### src/rtl/vitPkg.sv
package vitPkg;

  typedef enum logic [1:0] {
    S_LOAD   = 2'd0,
    S_UPD    = 2'd1,
    S_COMMIT = 2'd2
  } phase_t;

  typedef struct packed {
    logic initScores;
    logic writeObs;
    logic updStep;
    logic commit;
  } ctrlStrobes_t;

endpackage

### src/rtl/vitCtrl.sv
module vitCtrl #(
  parameter int N       = 4,
  parameter int M       = 4,
  parameter int MODEL_W = 5,
  parameter int FR_W    = 2,
  parameter int ST_W    = 2
) (
  input  logic                  clk,
  input  logic                  rstN,
  input  logic                  modelStart,
  input  logic                  obsValid,
  input  logic                  obsLast,
  input  logic                  endFlag,
  output vitPkg::ctrlStrobes_t  stb,
  output logic [FR_W-1:0]       wrFrame,
  output logic [ST_W-1:0]       wrState,
  output logic [FR_W-1:0]       updFrame,
  output logic [MODEL_W-1:0]    modelIdx,
  output logic                  inReady,
  output logic                  done
);
  import vitPkg::*;

  localparam logic [FR_W-1:0] LAST_FR = FR_W'(M - 1);
  localparam logic [ST_W-1:0] LAST_ST = ST_W'(N - 1);

  phase_t state;
  logic   lastBlk;
  logic   pendQ;
  logic   doneQ;
  logic   finishNow;

  assign inReady   = (state == S_LOAD);
  assign done      = doneQ;
  assign finishNow = (state == S_LOAD) && (pendQ || endFlag) && !obsValid && !modelStart;

  always_comb begin
    stb = '0;
    case (state)
      S_LOAD: begin
        stb.initScores = modelStart;
        stb.writeObs   = obsValid && !modelStart;
      end
      S_UPD:    stb.updStep = 1'b1;
      S_COMMIT: stb.commit  = 1'b1;
      default:  ;
    endcase
  end

  always_ff @(posedge clk or negedge rstN) begin
    if (!rstN) begin
      state    <= S_LOAD;
      wrFrame  <= '0;
      wrState  <= '0;
      updFrame <= '0;
      modelIdx <= '0;
      lastBlk  <= 1'b0;
      pendQ    <= 1'b0;
      doneQ    <= 1'b0;
    end else begin
      doneQ <= 1'b0;
      case (state)
        S_LOAD: begin
          if (finishNow) begin
            doneQ    <= 1'b1;
            pendQ    <= 1'b0;
            modelIdx <= '0;
          end else begin
            pendQ <= pendQ || endFlag;
          end
          if (stb.initScores) begin
            wrFrame <= '0;
            wrState <= '0;
          end else if (stb.writeObs) begin
            if (wrState == LAST_ST) begin
              wrState <= '0;
              if (wrFrame == LAST_FR) begin
                wrFrame  <= '0;
                updFrame <= '0;
                lastBlk  <= obsLast;
                state    <= S_UPD;
              end else begin
                wrFrame <= wrFrame + 1'b1;
              end
            end else begin
              wrState <= wrState + 1'b1;
            end
          end
        end
        S_UPD: begin
          pendQ    <= pendQ || endFlag;
          updFrame <= updFrame + 1'b1;
          if (updFrame == LAST_FR) begin
            updFrame <= '0;
            state    <= lastBlk ? S_COMMIT : S_LOAD;
          end
        end
        S_COMMIT: begin
          pendQ    <= pendQ || endFlag;
          modelIdx <= modelIdx + 1'b1;
          state    <= S_LOAD;
        end
        default: state <= S_LOAD;
      endcase
    end
  end

  // a result pulse lasts one cycle
  p_done_pulse_r9: assert property (@(posedge clk) disable iff (!rstN)
    doneQ |=> !doneQ);

  // a result is only issued from the idle loading phase
  p_done_idle_r9: assert property (@(posedge clk) disable iff (!rstN)
    doneQ |-> $past(state) == S_LOAD);

  // an update phase runs through all frames of the block
  p_update_run_r3: assert property (@(posedge clk) disable iff (!rstN)
    (state == S_UPD && updFrame != LAST_FR) |=> state == S_UPD);

  // each committed model advances the model index by one
  p_model_step_r8: assert property (@(posedge clk) disable iff (!rstN)
    stb.commit |=> modelIdx == $past(modelIdx) + 1'b1);

endmodule

### src/rtl/vitDatapath.sv
module vitDatapath #(
  parameter int W       = 16,
  parameter int N       = 4,
  parameter int M       = 4,
  parameter int MODEL_W = 5,
  parameter int FR_W    = 2,
  parameter int ST_W    = 2
) (
  input  logic                       clk,
  input  logic                       rstN,
  input  vitPkg::ctrlStrobes_t       stb,
  input  logic [FR_W-1:0]            wrFrame,
  input  logic [ST_W-1:0]            wrState,
  input  logic [FR_W-1:0]            updFrame,
  input  logic [MODEL_W-1:0]         modelIdx,
  input  logic [N*W-1:0]             selfTrans,
  input  logic [(N-1)*W-1:0]         nextTrans,
  input  logic signed [W-1:0]        obsData,
  output logic [MODEL_W-1:0]         winIdx,
  output logic signed [W-1:0]        winScore
);

  localparam logic signed [W-1:0] MINV = {1'b1, {(W-1){1'b0}}};
  localparam logic signed [W-1:0] MAXV = {1'b0, {(W-1){1'b1}}};

  function automatic logic signed [W-1:0] satAdd(input logic signed [W-1:0] a,
                                                 input logic signed [W-1:0] b);
    logic signed [W:0] s;
    s = {a[W-1], a} + {b[W-1], b};
    if (s[W] == 1'b0 && s[W-1] == 1'b1)      satAdd = MAXV;
    else if (s[W] == 1'b1 && s[W-1] == 1'b0) satAdd = MINV;
    else                                     satAdd = s[W-1:0];
  endfunction

  logic signed [W-1:0] scoreQ   [N];
  logic signed [W-1:0] scoreNxt [N];
  logic signed [W-1:0] selfQ    [N];
  logic signed [W-1:0] nextQ    [N-1];
  logic signed [W-1:0] obsBuf   [M][N];
  logic                bestValid;
  logic signed [W-1:0] bestScore;
  logic [MODEL_W-1:0]  bestIdx;
  logic signed [W-1:0] finalScore;

  assign finalScore = scoreQ[N-1];
  assign winIdx     = bestIdx;
  assign winScore   = bestScore;

  for (genvar j = 0; j < N; j++) begin : g_state
    logic signed [W-1:0] stayC;
    logic signed [W-1:0] moveC;
    logic signed [W-1:0] bestC;

    assign stayC = satAdd(scoreQ[j], selfQ[j]);
    if (j == 0) begin : g_first
      assign moveC = MINV;
    end else begin : g_rest
      assign moveC = satAdd(scoreQ[j-1], nextQ[j-1]);
    end
    assign bestC       = (stayC > moveC) ? stayC : moveC;
    assign scoreNxt[j] = satAdd(bestC, obsBuf[updFrame][j]);

    always_ff @(posedge clk or negedge rstN) begin
      if (!rstN) begin
        scoreQ[j] <= (j == 0) ? '0 : MINV;
        selfQ[j]  <= '0;
      end else if (stb.initScores) begin
        scoreQ[j] <= (j == 0) ? '0 : MINV;
        selfQ[j]  <= selfTrans[j*W +: W];
      end else if (stb.updStep) begin
        scoreQ[j] <= scoreNxt[j];
      end
    end

    for (genvar f = 0; f < M; f++) begin : g_buf
      always_ff @(posedge clk or negedge rstN) begin
        if (!rstN) begin
          obsBuf[f][j] <= '0;
        end else if (stb.writeObs && wrFrame == FR_W'(f) && wrState == ST_W'(j)) begin
          obsBuf[f][j] <= obsData;
        end
      end
    end

    // non-negative operands never produce a smaller result (no wrap)
    p_no_wrap_r6: assert property (@(posedge clk) disable iff (!rstN)
      (stb.updStep && scoreQ[j] >= 0 && selfQ[j] >= 0 && obsBuf[updFrame][j] >= 0)
      |=> scoreQ[j] >= $past(scoreQ[j]));
  end

  for (genvar k = 0; k < N-1; k++) begin : g_fwd
    always_ff @(posedge clk or negedge rstN) begin
      if (!rstN)               nextQ[k] <= '0;
      else if (stb.initScores) nextQ[k] <= nextTrans[k*W +: W];
    end
  end

  always_ff @(posedge clk or negedge rstN) begin
    if (!rstN) begin
      bestValid <= 1'b0;
      bestScore <= '0;
      bestIdx   <= '0;
    end else if (stb.initScores && modelIdx == '0) begin
      bestValid <= 1'b0;
    end else if (stb.commit) begin
      if (!bestValid || finalScore > bestScore) begin
        bestScore <= finalScore;
        bestIdx   <= modelIdx;
      end
      bestValid <= 1'b1;
    end
  end

  // a model start leaves state 0 at zero and the last state unreachable
  p_init_r2: assert property (@(posedge clk) disable iff (!rstN)
    stb.initScores |=> (scoreQ[0] == '0 && scoreQ[N-1] == MINV));

  // an equal later score keeps the earlier winner
  p_tie_keep_r8: assert property (@(posedge clk) disable iff (!rstN)
    (stb.commit && bestValid && finalScore == bestScore) |=> $stable(bestIdx));

endmodule

### src/rtl/bfp_viterbi_scorer.sv
module bfp_viterbi_scorer #(
  parameter int W            = 16,
  parameter int NUM_STATES   = 4,
  parameter int BLOCK_FRAMES = 4,
  parameter int MAX_MODELS   = 32
) (
  input  logic                                clk,
  input  logic                                rstN,
  input  logic                                modelStart,
  input  logic [NUM_STATES*W-1:0]             selfTrans,
  input  logic [(NUM_STATES-1)*W-1:0]         nextTrans,
  input  logic                                obsValid,
  input  logic                                obsLast,
  input  logic signed [W-1:0]                 obsData,
  input  logic                                endFlag,
  output logic                                inReady,
  output logic                                done,
  output logic [$clog2(MAX_MODELS)-1:0]       winIdx,
  output logic signed [W-1:0]                 winScore
);

  localparam int MODEL_W = $clog2(MAX_MODELS);
  localparam int FR_W    = (BLOCK_FRAMES > 1) ? $clog2(BLOCK_FRAMES) : 1;
  localparam int ST_W    = $clog2(NUM_STATES);

  vitPkg::ctrlStrobes_t stb;
  logic [FR_W-1:0]      wrFrame;
  logic [ST_W-1:0]      wrState;
  logic [FR_W-1:0]      updFrame;
  logic [MODEL_W-1:0]   modelIdx;

  vitCtrl #(
    .N(NUM_STATES), .M(BLOCK_FRAMES), .MODEL_W(MODEL_W), .FR_W(FR_W), .ST_W(ST_W)
  ) u_ctrl (
    .clk(clk), .rstN(rstN), .modelStart(modelStart), .obsValid(obsValid),
    .obsLast(obsLast), .endFlag(endFlag), .stb(stb), .wrFrame(wrFrame),
    .wrState(wrState), .updFrame(updFrame), .modelIdx(modelIdx),
    .inReady(inReady), .done(done)
  );

  vitDatapath #(
    .W(W), .N(NUM_STATES), .M(BLOCK_FRAMES), .MODEL_W(MODEL_W), .FR_W(FR_W), .ST_W(ST_W)
  ) u_dp (
    .clk(clk), .rstN(rstN), .stb(stb), .wrFrame(wrFrame), .wrState(wrState),
    .updFrame(updFrame), .modelIdx(modelIdx), .selfTrans(selfTrans),
    .nextTrans(nextTrans), .obsData(obsData), .winIdx(winIdx), .winScore(winScore)
  );

endmodule

### config.mk
export PLATFORM = sky130hd
export DESIGN_NAME = bfp_viterbi_scorer
export DESIGN_NICKNAME = d
export VERILOG_FILES = /design/src/rtl/vitPkg.sv /design/src/rtl/vitCtrl.sv /design/src/rtl/vitDatapath.sv /design/src/rtl/bfp_viterbi_scorer.sv
export SDC_FILE = /design/constraint.sdc
export NUM_CORES = 1
export LEC_CHECK = 0
export CAP_MARGIN = 20
export CORE_ASPECT_RATIO = 1.4
export CORE_MARGIN = 2
export CORE_UTILIZATION = 62
export DETAILED_ROUTE_END_ITERATION = 6
export HOLD_SLACK_MARGIN = 0.15
export PLACE_DENSITY = 0.82
export SYNTH_ARGS = -nofsm -noshare
export SYNTH_HDL_FRONTEND = slang
export SYNTH_SLANG_ARGS = --single-unit
### constraint.sdc
create_clock -name clk -period 9.9 [get_ports clk]
set_clock_uncertainty 0.1 [all_clocks]
set_input_delay 1.98 -clock clk [delete_from_list [all_inputs] [get_ports clk]]
set_output_delay 1.98 -clock clk [all_outputs]
set_load 0.1 [all_outputs]
==> flow_summary_export.csv, run 1 <==
group,metric,value,unit
run_status,status,"completed",
hold_path,hold_start,"u_ctrl.pendQ$_DFFE_PN0P_",
power,power.switching,2.48,mW
global_route,grt_overflow_total,0,
setup_path,ff2ff_path_depth,27,
placed_design,place_hpwl,63.5,mm
drt,via_per_inst,6.51,
clock_tree,cts.repair.resized,0,
drt,dr.first_iter.drc_count,1341,
finish,nets,3285,
sta,fmax,0.119,GHz
run,max_cap_violations,0,
sta,finalSetupViolCount,0,
clock_tree,cts_sinks,470,
setup_path,cp.required,10.36,ns
clock_tree,cts-root-buf,"clkbuf_16",
drt,drc,0,
setup_path,crit_type,"reg2reg",
synth,synth-async-reset-ratio,100,%
placed_design,port_buffers,156,
power,pwr-share-comb,40.0,%
finish,drive_gt1_share,20.0,%
global_route,antenna_found_initial,4,
setup_path,worst_setup_path_start_kind,"register",
power,static-leakage-power,16.2,nW
synth,yosysUniqueCellTypes,94,
setup_path,cp-end-kind,"register",
sta,worstMarginPinSlew,1.09,ns
clock_tree,cts_buffers,47,
clock_tree,cts.path.max_buffers,3,
floorplan,core.rowCount,96,
sta,timing.slew.headroom,27.4,%
finish,final_area,34200,um^2
sta,hold_viol_final,0,
floorplan,io_pins,157,
sta,setup_tns,0,ns
finish,synthToLayoutAreaGrowth,12.2,%
synth,syn-instance-count,2769,
finish,n_fill_cell,3527,
hold_path,hp-class,"reg2reg",
drt,vias,23200,
power,ir_worst_vdd,0.000198,V
power,p_per_area,198,nW/um^2
clock_tree,path_clk_slew,0.07,ns
power,seq_power_share,31.8,%
floorplan,initial_core_util,62.5,%
power,pwr-share-clk,28.2,%
drt,drtPass1Iterations,7,
power,p_int,4.29,mW
power,swShare,36.7,%
synth,syn-cell-area,30500,um^2
placed_design,place.gp.congestion,0.949,
sta,drv_slew,0,
sta,period_share,85.0,%
global_route,grt_pass1_wl,131,mm
clock_tree,hold_buffers,0,
setup_path,crit_path_max_fanout,15,
finish,final_common_cell,"dfrtp_1",
floorplan,die_x,191,um
hold_path,holdPathEnd,"u_ctrl.pendQ$_DFFE_PN0P_",
placed_design,placed_cell_area,32500,um^2
setup_path,cp.arrival,8.87,ns
hold_path,hold_path_depth,1,
clock_tree,clk_latency,0.62,ns
drt,drt-total-wl,85.4,mm
clock_tree,cts_tree,"done",
synth,ys_warn_count,0,
synth,avgSynthCellArea,11.0,um^2
finish,final_cell_mix,"dfrtp_1, mux2_2, ha_1",
sta,fin_crit,8.41,ns
synth,synth_fp_nets,3172,
global_route,track_usage,33.7,%
floorplan,core_area,48800,um^2
synth,synth_edf_count,0,
clock_tree,cts_setup_buffers,0,
floorplan,chipHeight,266,um
synth,seq_area_frac_synth,38.6,%
synth,synth_flop_cell,"dfrtp_1",
drt,wl_per_cell,24.0,um
sta,rsz0062_at_grt,"false",
global_route,grt_max_degree,197,
global_route,grt_pass1_vias,23900,
setup_path,reg2reg_from,"u_dp.scoreQ[16]$_DFFE_PN0P_",
floorplan,die_area,51000,um^2
setup_path,timing.rr.end,"u_dp.scoreQ[16]$_DFFE_PN0P_",
clock_tree,htree_levels,2,
setup_path,r2r_setup_slack,1.49,ns
drt,ant_nets,0,
synth,ys_ff_latch,470,
## power by group through the flow
| stage | Combinational [mW] | Sequential (mW) | Clock (mW) |
|---|---|---|---|
| 6_report | 2.71 | 2.15 | 1.91 |
| 5_1_grt | 2.94 | 2.16 | 2.01 |
| 4_1_cts | 2.68 | 2.15 | 1.94 |
| 3_5_place_dp | 2.66 | 2.18 | 0 |
| 3_3_place_gp | 2.60 | 2.17 | 0 |
| 2_1_floorplan | 1.93 | 2.14 | 0 |
## Yosys cell counts (all sizes together), types with 7 or more instances
cell	count	area [um^2]
a2111oi	8	82.6
nor3	25	140
o211ai	14	115
xor2	47	412
a22oi	17	128
mux4	64	1440
or3	9	56.3
xnor2	89	787
inv	97	364
clkbuf	77	289
o21ai	160	805
dfrtp	467	11700
nor4	7	43.8
and2	16	100
o22ai	18	119
or2	10	62.6
nand2b	23	144
a21o	72	541
a22o	9	78.8
fa	11	220
nor2b	29	181
mux2	382	4300
a31oi	22	138
a211o	10	87.6
nor2	139	524
nand2	138	526
maj3	35	354
and3	12	75.1
buf	27	130
a221o	40	400
o21a	27	203
nand4	18	119
o31ai	10	93.8
nand3	61	305
a211oi	38	300
mux2i	13	130
o2111ai	8	70.1
o21bai	16	120
a21oi	177	893
ha	258	3230
## per-layer routing
layer / up-vias / track usage (%) / wire length (um)
li1: 10600 / - / -
met1: 11600 / 37.5 / 31700
met2: 716 / 60.8 / 44400
met3: 279 / 4.29 / 3390
met4: 4 / 20.5 / 5890
met5: - / 0 / 28
## final cells by class
type | count | area [um^2] | area share (%)
multi-input combinational | 2097 | 17900 | 52.5
sequential | 470 | 11800 | 34.4
timing repair buffer | 168 | 1670 | 4.88
clock buffer | 69 | 1360 | 3.97
tap | 637 | 797 | 2.33
inverter | 98 | 368 | 1.08
clock inverter | 18 | 298 | 0.871
antenna | 2 | 5.00 | 0.0146
## registers in the layout, summed over array words and instances (netlist names)
signal / count
u_dp.nextQ: 48
u_ctrl.modelIdx: 5
u_dp.finalScore: 16
u_dp.winIdx: 5
u_dp.selfQ: 64
u_ctrl.pendQ: 1
u_ctrl.lastBlk: 1
u_ctrl.wrFrame: 2
u_ctrl.updFrame: 2
u_dp.bestValid: 1
u_dp.obsBuf: 256
u_ctrl.wrState: 2
u_ctrl.state: 2
u_ctrl.done: 1
u_dp.scoreQ: 48
u_dp.winScore: 16
## metrics by stage
stage | util [%] | setup slack (ns) | power (mW) | cells | hold WS (ns)
floorplan | - | 3.05 | 4.07 | 2769 | 0.361
global placement | 66.7 | 1.85 | 4.77 | 3469 | 0.375
detailed placement | 66.7 | 1.61 | 4.84 | 3469 | 0.386
CTS | 70.1 | 1.60 | 6.76 | 3556 | 0.401
global route | 70.1 | 0.967 | 7.12 | 3557 | 0.415
finish | 70.1 | 1.49 | 6.77 | 3559 | 0.400
## worst max-delay path by stage
stage,end,start,cells past startpoint,slack [ns]
2_1_floorplan,u_dp.scoreQ[28]$_DFFE_PN0P_,u_dp.scoreQ[16]$_DFFE_PN0P_,27,3.05
3_3_place_gp,u_dp.scoreQ[16]$_DFFE_PN0P_,u_dp.scoreQ[16]$_DFFE_PN0P_,27,1.85
3_5_place_dp,u_dp.scoreQ[16]$_DFFE_PN0P_,u_dp.scoreQ[16]$_DFFE_PN0P_,27,1.61
4_1_cts,u_dp.scoreQ[16]$_DFFE_PN0P_,u_dp.scoreQ[16]$_DFFE_PN0P_,27,1.60
5_1_grt,u_dp.scoreQ[16]$_DFFE_PN0P_,u_dp.scoreQ[16]$_DFFE_PN0P_,28,0.97
6_report,u_dp.scoreQ[16]$_DFFE_PN0P_,u_dp.scoreQ[16]$_DFFE_PN0P_,27,1.49
## critical path, cell delays in order (launching register included)
cell and delay [ns]:
dfrtp_1 0.42, ha_1 0.25, fa_1 0.48, a211oi_1 0.29, o21a_1 0.21, o211ai_2 0.13
a211oi_1 0.48, or2_2 0.22, a31oi_1 0.36, a21o_1 0.31, ha_1 0.31, a211oi_1 0.22
nor2_1 0.09, nor2_1 0.09, o211ai_1 0.10, a21oi_1 0.15, mux2i_1 0.74, nand2_1 0.27
o22ai_1 0.33, ha_1 0.31, a211o_1 0.30, a211oi_1 0.31, o21ba_2 0.23, nor3b_1 0.08
or2_2 0.31, a31oi_1 0.78, o21ai_0 0.32, nand2_1 0.15
## cells by family after synthesis
family,share of synthesized area (%)
AND/OR/NAND/NOR,7.94
multiplexers,19.3
XOR/XNOR,3.93
flip-flops,38.6
buffers and inverters,2.58
adder cells (fa/ha/maj),12.5
AO/OA/AOI/OAI,15.2
Power figures use the tool's default switching activity.
==> run 2, diff against run 1 <==
--- a/config.mk
+++ b/config.mk
@@ -8,10 +8,10 @@
 export CAP_MARGIN = 20
 export CORE_ASPECT_RATIO = 1.4
 export CORE_MARGIN = 2
-export CORE_UTILIZATION = 62
+export CORE_UTILIZATION = 56
 export DETAILED_ROUTE_END_ITERATION = 6
 export HOLD_SLACK_MARGIN = 0.15
-export PLACE_DENSITY = 0.82
+export PLACE_DENSITY = 0.78
 export SYNTH_ARGS = -nofsm -noshare
 export SYNTH_HDL_FRONTEND = slang
 export SYNTH_SLANG_ARGS = --single-unit
==> constraint.sdc (replaced) <==
create_clock -name clk -period 7.55 [get_ports clk]
set_clock_uncertainty 0.1 [all_clocks]
set_input_delay 1.51 -clock clk [delete_from_list [all_inputs] [get_ports clk]]
set_output_delay 1.51 -clock clk [all_outputs]
set_load 0.1 [all_outputs]
==> run 2 against run 1 <==
  * Sequential cell count stayed put
  * First-iteration DRC count is 2.8% lower
  * Sequential share of layout area is 0.34 points lower
==> flow_summary_export.csv, run 2 (same netlist as run 1, synthesis figures left out) <==
group,metric,value,unit
hold_path,hp-class,"reg2reg",
global_route,met2_usage,55.8,%
global_route,grt_pass1_vias,24200,
global_route,grt_max_degree,145,
setup_path,max_stage_delay,0.44,ns
finish,antenna_cells,0,
floorplan,core_area,54000,um^2
sta,timing.slew.headroom,27.6,%
setup_path,cp-end-kind,"register",
floorplan,initial_core_util,56.5,%
clock_tree,htree_levels,2,
floorplan,core.rowCount,101,
setup_path,worst_setup_path_start_kind,"register",
drt,vias,23000,
clock_tree,cts-root-buf,"clkbuf_16",
clock_tree,clk_latency,0.62,ns
drt,wl_per_cell,23.0,um
placed_design,pre_cts_ws,0.226,ns
floorplan,chipHeight,280,um
finish,n_fill_cell,4155,
global_route,grt_pass1_wl,133,mm
placed_design,port_buffers,156,
finish,regMostFlops,"u_dp.obsBuf",
sta,period_share,95.0,%
finish,fin_util,64.0,%
global_route,grt_most_used_layer,"met2",
drt,drc,0,
clock_tree,cts_sinks,470,
power,pwr-share-comb,41.2,%
drt,drt-total-wl,84.4,mm
finish,largest_reg_flops,256,
global_route,grt_overflow_total,0,
sta,fin_ws,0.377,ns
setup_path,cp.required,7.95,ns
finish,multi_input_area,18100,um^2
setup_path,cp.arrival,7.57,ns
clock_tree,cts_buffers,47,
power,ir_worst_vdd,0.000189,V
finish,final_cell_mix,"dfrtp_1, mux2_2, ha_1",
run,max_cap_violations,0,
floorplan,die_x,201,um
finish,nets,3311,
power,seq_power_share,31.9,%
finish,final_common_cell,"dfrtp_1",
sta,fmax,0.139,GHz
power,power.switching,3.25,mW
finish,drive_gt1_share,21.3,%
global_route,met3_usage,3.61,%
clock_tree,cts.path.max_buffers,3,
drt,via_per_inst,6.27,
setup_path,slowest_stage,"dfrtp_1",
placed_design,place.gp.congestion,0.946,
power,swShare,36.7,%
sta,worstMarginPinSlew,1.09,ns
global_route,grt_use_met1,34.0,%
finish,reg_top3,"u_dp.obsBuf (256), u_dp.selfQ (64)",
power,pwr-share-clk,26.9,%
drt,ant_nets,0,
sta,drv_slew,0,
sta,hold_viol_final,0,
clock_tree,cts_tree,"done",
power,static-leakage-power,16.3,nW
floorplan,die_area,56300,um^2
finish,synthToLayoutAreaGrowth,13.4,%
run_status,status,"completed",
floorplan,io_pins,157,
power,p_per_area,256,nW/um^2
sta,finalSetupViolCount,0,
power,p_int,5.60,mW
sta,fin_crit,7.17,ns
finish,regArea,11800,um^2
global_route,track_usage,30.1,%
setup_path,crit_type,"reg2reg",
placed_design,place_hpwl,63.0,mm
drt,drtPass1Iterations,5,
clock_tree,path_clk_slew,0.06,ns
setup_path,crit_path_max_fanout,15,
global_route,antenna_found_initial,0,
drt,dr.first_iter.drc_count,1303,
==> run 2: what timing repair did <==
action                                  in CTS  in global routing
hold buffers                                 0                  0
gates resized for setup                      0                 28
setup buffers                                0                  3
endpoints found under the setup margin       0                 46
==> run 2: per-layer routing <==
layer  share of wire (%)  vias up
met2                  53      625
met5                   0        -
met1                  38    11500
met3                 3.8      224
li1                    -    10600
met4                 5.7        0
==> run 2: final timing paths <==
| path | start | end | slack [ns] | cells past startpoint |
|---|---|---|---|---|
| worst max-delay path | u_dp.scoreQ[50]$_DFFE_PN0P_ | u_dp.scoreQ[41]$_DFFE_PN0P_ | 0.38 | 30 |
| worst min register to register | u_dp.obsBuf[122]$_DFFE_PN0P_ | u_dp.obsBuf[122]$_DFFE_PN0P_ | 0.40 | 1 |
| worst min-delay path | u_dp.obsBuf[122]$_DFFE_PN0P_ | u_dp.obsBuf[122]$_DFFE_PN0P_ | 0.40 | 1 |
| worst max register to register | u_dp.scoreQ[50]$_DFFE_PN0P_ | u_dp.scoreQ[41]$_DFFE_PN0P_ | 0.38 | 30 |
| min in group asynchronous | rstN | u_dp.selfQ[29]$_DFFE_PN0P_ | 0.86 | 1 |
| max in group asynchronous | rstN | u_ctrl.updFrame[0]$_DFFE_PN0P_ | 5.04 | 2 |
==> run 2: power by group through the flow <==
stage,clock network [mW],logic (mW),registers (mW)
final,2.38,3.64,2.82
after global routing,2.52,3.99,2.84
after CTS,2.42,3.55,2.82
after detailed placement,0,3.52,2.86
after global placement,0,3.46,2.84
after floorplan,0,2.53,2.81
==> run 2: critical path, delay by kind of cell (launching register included) <==
| kind | cells | cell delay [ns] |
|---|---|---|
| DFF | 1 | 0.44 |
| AOI/OAI and AO/OA | 12 | 2.65 |
| xor gates and xnor gates | 1 | 0.21 |
| adders and majority gates | 3 | 1.01 |
| muxes | 1 | 0.36 |
| buffers and inverters | 4 | 0.67 |
| and+or+nand+nor | 9 | 1.62 |
==> run 2: stage by stage <==
step	setup TNS (ns)	area, um^2	cells	hold slack (ns)	total power, mW
CTS	0	34400	3661	0.401	8.79
finish	0	34500	3665	0.401	8.84
detailed placement	0	32800	3576	0.387	6.38
global route	-0.326	34500	3665	0.414	9.35
floorplan	0	30500	2769	0.361	5.34
global placement	0	32800	3576	0.377	6.30
==> run 2: final cells by class <==
type                       count  share of cell area [%]
clock buffer                  66                    3.84
clock inverter                19                   0.666
tap                          721                    2.61
inverter                      98                    1.06
timing repair buffer         194                    5.47
sequential                   470                    34.1
multi-input combinational   2097                    52.3
